[config.mk]
export PLATFORM = sky130hd
export DESIGN_NAME = acc_read_limiter
export DESIGN_NICKNAME = d
export VERILOG_FILES = /design/src/rtl/acc_lim_pkg.sv /design/src/rtl/acc_rst_sync.sv /design/src/rtl/acc_guard_detect.sv /design/src/rtl/acc_out_mux.sv /design/src/rtl/acc_lim_flag.sv /design/src/rtl/acc_read_limiter.sv
export SDC_FILE = /design/constraint.sdc
export NUM_CORES = 1
export LEC_CHECK = 0
export CAP_MARGIN = 25
export CORE_MARGIN = 1.5
export CORE_UTILIZATION = 31
export DETAILED_ROUTE_END_ITERATION = 10
export GPL_ROUTABILITY_DRIVEN = 0
export PLACE_DENSITY = 0.86
export SKIP_LAST_GASP = 1
export SYNTH_ARGS = -nofsm -noshare
export SYNTH_HDL_FRONTEND = slang
export SYNTH_SLANG_ARGS = --single-unit
[constraint.sdc]
create_clock -name clk -period 3.1 [get_ports clk]
set_input_delay 0.62 -clock clk [delete_from_list [all_inputs] [get_ports clk]]
set_output_delay 0.62 -clock clk [all_outputs]
set_load 0.03 [all_outputs]
[src/rtl/acc_lim_pkg.sv]
package acc_lim_pkg;

  typedef enum logic [1:0] {
    SRC_WHOLE = 2'b00,
    SRC_EXT   = 2'b01,
    SRC_MID   = 2'b10,
    SRC_LOW   = 2'b11
  } src_sel_e;

endpackage

[src/rtl/acc_rst_sync.sv]
module acc_rst_sync #(
  parameter int STAGES = 2
) (
  input  logic clk,
  input  logic rst_n,
  output logic rst_sync_n
);

  logic [STAGES-1:0] stage_q;
  logic [STAGES-1:0] stage_d;

  always_comb begin
    stage_d = {stage_q[STAGES-2:0], 1'b1};
  end

  always_ff @(posedge clk or negedge rst_n) begin
    if (!rst_n) stage_q <= '0;
    else        stage_q <= stage_d;
  end

  assign rst_sync_n = stage_q[STAGES-1];

endmodule

[src/rtl/acc_guard_detect.sv]
module acc_guard_detect #(
  parameter int EXT_W = 4
) (
  input  logic [EXT_W:0] guard_bits,
  output logic           ext_used,
  output logic           neg_sign
);

  logic all_ones;
  logic all_zeros;

  always_comb begin
    all_ones  = &guard_bits;
    all_zeros = ~|guard_bits;
    ext_used  = !(all_ones || all_zeros);
    neg_sign  = guard_bits[EXT_W];
  end

endmodule

[src/rtl/acc_out_mux.sv]
module acc_out_mux
  import acc_lim_pkg::*;
#(
  parameter int EXT_W  = 4,
  parameter int WORD_W = 16,
  localparam int ACC_W = EXT_W + 2 * WORD_W
) (
  input  logic [ACC_W-1:0]  acc,
  input  src_sel_e          sel,
  input  logic              ext_used,
  input  logic              neg_sign,
  output logic [WORD_W-1:0] word_out
);

  localparam logic [WORD_W-1:0] POS_FS = {1'b0, {(WORD_W-1){1'b1}}};
  localparam logic [WORD_W-1:0] NEG_FS = {1'b1, {(WORD_W-1){1'b0}}};

  logic [EXT_W-1:0]  ext_f;
  logic [WORD_W-1:0] mid_f;
  logic [WORD_W-1:0] low_f;
  logic [WORD_W-1:0] ext_wide;
  logic [WORD_W-1:0] whole_word;

  assign ext_f = acc[ACC_W-1 -: EXT_W];
  assign mid_f = acc[2*WORD_W-1 -: WORD_W];
  assign low_f = acc[WORD_W-1:0];

  generate
    if (EXT_W < WORD_W) begin : g_ext_sx
      assign ext_wide = {{(WORD_W-EXT_W){ext_f[EXT_W-1]}}, ext_f};
    end else begin : g_ext_trunc
      assign ext_wide = ext_f[WORD_W-1:0];
    end
  endgenerate

  always_comb begin
    if (ext_used) whole_word = neg_sign ? NEG_FS : POS_FS;
    else          whole_word = mid_f;
  end

  always_comb begin
    unique case (sel)
      SRC_WHOLE: word_out = whole_word;
      SRC_EXT:   word_out = ext_wide;
      SRC_MID:   word_out = mid_f;
      SRC_LOW:   word_out = low_f;
      default:   word_out = mid_f;
    endcase
  end

endmodule

[src/rtl/acc_lim_flag.sv]
module acc_lim_flag (
  input  logic clk,
  input  logic rst_n,
  input  logic set_req,
  input  logic clr_req,
  output logic flag
);

  logic flag_q;
  logic flag_d;
  logic flag_en;

  always_comb begin
    flag_en = set_req || clr_req;
    if (set_req) flag_d = 1'b1;
    else         flag_d = 1'b0;
  end

  always_ff @(posedge clk or negedge rst_n) begin
    if (!rst_n)       flag_q <= 1'b0;
    else if (flag_en) flag_q <= flag_d;
  end

  assign flag = flag_q;

  assert_flag_set_R6: assert property (@(posedge clk) disable iff (!rst_n)
    set_req |=> flag);
  assert_flag_sticky_R7: assert property (@(posedge clk) disable iff (!rst_n)
    (flag && !clr_req) |=> flag);
  assert_flag_clear_R9: assert property (@(posedge clk) disable iff (!rst_n)
    (clr_req && !set_req) |=> !flag);
  assert_flag_hold_R8: assert property (@(posedge clk) disable iff (!rst_n)
    (!flag && !set_req) |=> !flag);

endmodule

[src/rtl/acc_read_limiter.sv]
module acc_read_limiter
  import acc_lim_pkg::*;
#(
  parameter int EXT_W  = 4,
  parameter int WORD_W = 16,
  localparam int ACC_W = EXT_W + 2 * WORD_W
) (
  input  logic              clk,
  input  logic              rst_n,
  input  logic [ACC_W-1:0]  acc_in,
  input  logic [1:0]        src_sel,
  input  logic              rd_en,
  input  logic              flag_clr,
  output logic [WORD_W-1:0] bus_out,
  output logic              lim_flag
);

  localparam int GUARD_W = EXT_W + 1;

  logic     rst_int_n;
  logic     ext_used;
  logic     neg_sign;
  logic     set_req;
  src_sel_e sel_e;

  assign sel_e = src_sel_e'(src_sel);

  acc_rst_sync #(.STAGES(2)) u_rst_sync (
    .clk        (clk),
    .rst_n      (rst_n),
    .rst_sync_n (rst_int_n)
  );

  acc_guard_detect #(.EXT_W(EXT_W)) u_guard (
    .guard_bits (acc_in[ACC_W-1 -: GUARD_W]),
    .ext_used   (ext_used),
    .neg_sign   (neg_sign)
  );

  acc_out_mux #(.EXT_W(EXT_W), .WORD_W(WORD_W)) u_mux (
    .acc      (acc_in),
    .sel      (sel_e),
    .ext_used (ext_used),
    .neg_sign (neg_sign),
    .word_out (bus_out)
  );

  always_comb begin
    set_req = rd_en && (sel_e == SRC_WHOLE) && ext_used;
  end

  acc_lim_flag u_flag (
    .clk     (clk),
    .rst_n   (rst_int_n),
    .set_req (set_req),
    .clr_req (flag_clr),
    .flag    (lim_flag)
  );

  assert_pass_mid_R1: assert property (@(posedge clk) disable iff (!rst_int_n)
    (sel_e == SRC_WHOLE && !ext_used) |-> bus_out == acc_in[2*WORD_W-1 -: WORD_W]);
  assert_pos_fs_R2: assert property (@(posedge clk) disable iff (!rst_int_n)
    (sel_e == SRC_WHOLE && ext_used && !acc_in[ACC_W-1])
      |-> (bus_out[WORD_W-1] == 1'b0 && &bus_out[WORD_W-2:0]));
  assert_neg_fs_R3: assert property (@(posedge clk) disable iff (!rst_int_n)
    (sel_e == SRC_WHOLE && ext_used && acc_in[ACC_W-1])
      |-> (bus_out[WORD_W-1] == 1'b1 && ~|bus_out[WORD_W-2:0]));
  assert_sub_bypass_R4: assert property (@(posedge clk) disable iff (!rst_int_n)
    (sel_e == SRC_LOW) |-> bus_out == acc_in[WORD_W-1:0]);
  assert_sub_no_set_R8: assert property (@(posedge clk) disable iff (!rst_int_n)
    (!lim_flag && sel_e != SRC_WHOLE) |=> !lim_flag);

endmodule

==> flow_summary.json <==
{
  "synth_cells": 74,
  "crit_type": "in2out",
  "wl_mm": 2.11,
  "critPathRequiredTime_ns": 2.48,
  "wire_per_inst_um": 13.3,
  "finalCritPeriodShare": 0.952,
  "r2r_slack_ns": 2.49,
  "vias": 808,
  "synth_top_cell_area_share": 0.227,
  "combPwrFrac": 0.653,
  "area_growth_syn_to_layout_pct": 106,
  "hold_class": "reg2async",
  "cts_buffers": 3,
  "synth_area_leaders": "mux2i_1 (23%), o221ai_1 (17%), dfrtp_1 (13%)",
  "reg2reg_to": "u_flag.flag",
  "die-width_um": 46.0,
  "layout_setup_ws_ns": 0.150,
  "slew-limit-headroom": 0.591,
  "yosys.cell_types.count": 24,
  "routed_via_density": 5.08,
  "rsz0062_at_grt": "false",
  "design_area_mm2": 0.00118,
  "leakagePower_nw": 0.548,
  "placed_area_mm2": 0.00113,
  "drv_cap": 0,
  "finalHoldViolations": 0,
  "yosysSeqAreaShare": 0.131,
  "startpoint_type": "input pin",
  "root_buffer": "clkbuf_4",
  "p_int_w": 0.000197,
  "clkPwrFrac": 0.215,
  "dpl_worst_slack_ns": 0.0982,
  "p_sw_frac": 0.392,
  "finalMaxSlewViolations": 0,
  "cp-end-kind": "output port",
  "fmax_mhz": 339,
  "synth_top_cell_by_area": "mux2i_1",
  "place_inst": 154,
  "worstRegToRegCells": 2,
  "avgSynthCellArea_um2": 7.74,
  "power.switching_w": 0.000127,
  "start_util": 0.332,
  "tns_ns": 0,
  "synth_warnings": 0,
  "grt_pass1_wl_mm": 3.04,
  "layout.cells.non_filler": 159,
  "clock-sinks": 3,
  "cts_buffer_depth": 2,
  "coreArea_mm2": 0.00173,
  "vdd_drop_max_mv": 0.118,
  "setup_viol": 0,
  "dieArea_mm2": 0.00212,
  "cp.arrival_ns": 2.33,
  "boundaryPins": 59,
  "antenna_found_initial": 0,
  "tightest_slew_ns": 0.608,
  "drive_above_1_share": 0.216,
  "seq_power_share": 0.132,
  "die-height_um": 46.0,
  "place.port_buffers": 58,
  "ant_nets": 0,
  "period_needed_ns": 2.95,
  "grt_max_degree": 13,
  "cts_resized": 0,
  "syn_nets": 116,
  "syn_area_um2": 573,
  "drc_errors": 0,
  "grtUsageTotal": 0.196,
  "num_rows": 15,
  "worstPathMaxFanout": 12,
  "clock_skew_ns": 0.00505,
  "drt_pre_antenna_iters": 4,
  "status": "finished clean",
  "fin_nets": 177,
  "cts_tree": "yes",
  "first_global_vias": 731,
  "h-tree-depth": 1,
  "grt_overflow": 0,
  "insertion_delay_ns": 0.24,
  "timing.rr.start": "u_flag.flag",
  "power.density_mw_per_mm2": 275,
  "synth_seq_cells": 3,
  "initialDrtViolationCount": 14,
  "post-dp-hpwl_mm": 1.66,
  "diodes": 0,
  "clk_pin_slew_worst_paths_ns": 0.04
}
-- cell usage in the layout (no fill, tap or decap), drive strengths merged, types with 3 or more instances in the layout --
master         netlist  final
o21ai                4      4
nand2                4      4
o221ai              11     11
mux2                 3      3
a21oi                3      3
mux2i               13     13
clkbuf               2      4
clkdlybuf4s50        0     42
buf                  4     20
dfrtp                3      3
inv                 14     14
-- sequential cells by signal, indices dropped and copies added (netlist names) --
register and count:
u_rst_sync.stage_q 2, u_flag.flag 1
-- how the worst max path moves through the flow --
stage               start     endpoint  slack, ns
2_1_floorplan  src_sel[1]   bus_out[0]       0.45
3_3_place_gp   acc_in[34]   bus_out[6]       0.12
6_report       acc_in[34]  bus_out[11]       0.15
5_1_grt        acc_in[35]   bus_out[2]       0.02
3_5_place_dp   acc_in[34]  bus_out[11]        0.1
4_1_cts        acc_in[34]  bus_out[11]        0.1
-- critical path, cell delays in order --
cell and delay (ns):
clkdlybuf4s50_1 0.45, or4_4 0.60, a22oi_4 0.19, buf_12 0.15, o221ai_1 0.12, buf_4 0.20
-- stage by stage --
stage          total power [W]   util  hold slack, ns
3_3_place_gp          0.000246  0.657        -0.00163
6_report              0.000324  0.683         0.00834
4_1_cts               0.000324  0.672          0.0122
2_1_floorplan         0.000149      -        -0.00566
5_1_grt               0.000347  0.683          0.0168
3_5_place_dp          0.000250  0.657         0.00893
-- cell families (layout without fill, tap and decap cells) --
group	Yosys count	in the layout	synth area share
buffers and inverters	20	80	0.151
DFF	3	3	0.131
AOI/OAI and AO/OA	23	23	0.319
and+or+nand+nor	11	11	0.107
other	1	1	0.00654
muxes	16	16	0.286
-- layer usage --
layer	routed length (µm)	part of all wire	track usage
met2	1180	0.56	0.369
met1	816	0.39	0.214
met4	0	0	0.0686
met5	0	0	0
met3	115	0.054	0.0317
-- what timing repair did --
action	CTS	global route
hold buffers	0	0
setup buffers	0	1
setup endpoints to repair	0	1
-- synth_stat cells --
| library cell | n |
|---|---|
| inv_1 | 14 |
| mux2i_1 | 13 |
| o221ai_1 | 11 |
| nand2_1 | 4 |
| o21ai_0 | 4 |
| a21oi_1 | 3 |
| buf_2 | 3 |
| dfrtp_1 | 3 |
| mux2_2 | 3 |
| clkbuf_1 | 2 |
| a21o_1 | 1 |
| a22oi_4 | 1 |
| and2b_2 | 1 |
| buf_6 | 1 |
| conb_1 | 1 |
| nand2b_1 | 1 |
| nand3_1 | 1 |
| nand4_1 | 1 |
| nor2_1 | 1 |
| nor3_1 | 1 |
| o211ai_1 | 1 |
| o22a_1 | 1 |
| o22ai_1 | 1 |
| or4_4 | 1 |
-- power by group through the flow --
stage,Sequential [W],Combinational (W),Clock [W]
after floorplan,0.0000452,0.000104,0
after global placement,0.0000431,0.000203,0
after detailed placement,0.0000434,0.000206,0
after CTS,0.0000430,0.000207,0.0000739
after global routing,0.0000430,0.000224,0.0000800
final,0.0000429,0.000212,0.0000697
-- final cells by class --
| cell class | instances | area, µm² |
|---|---|---|
| clock buffer | 4 | 26.3 |
| fill | 148 | 547 |
| inverter | 14 | 52.6 |
| multi-input combinational | 51 | 412 |
| sequential | 3 | 75.1 |
| tap | 25 | 31.3 |
| timing repair buffer | 62 | 583 |
No activity file was read; power rests on OpenSTA's default activity.
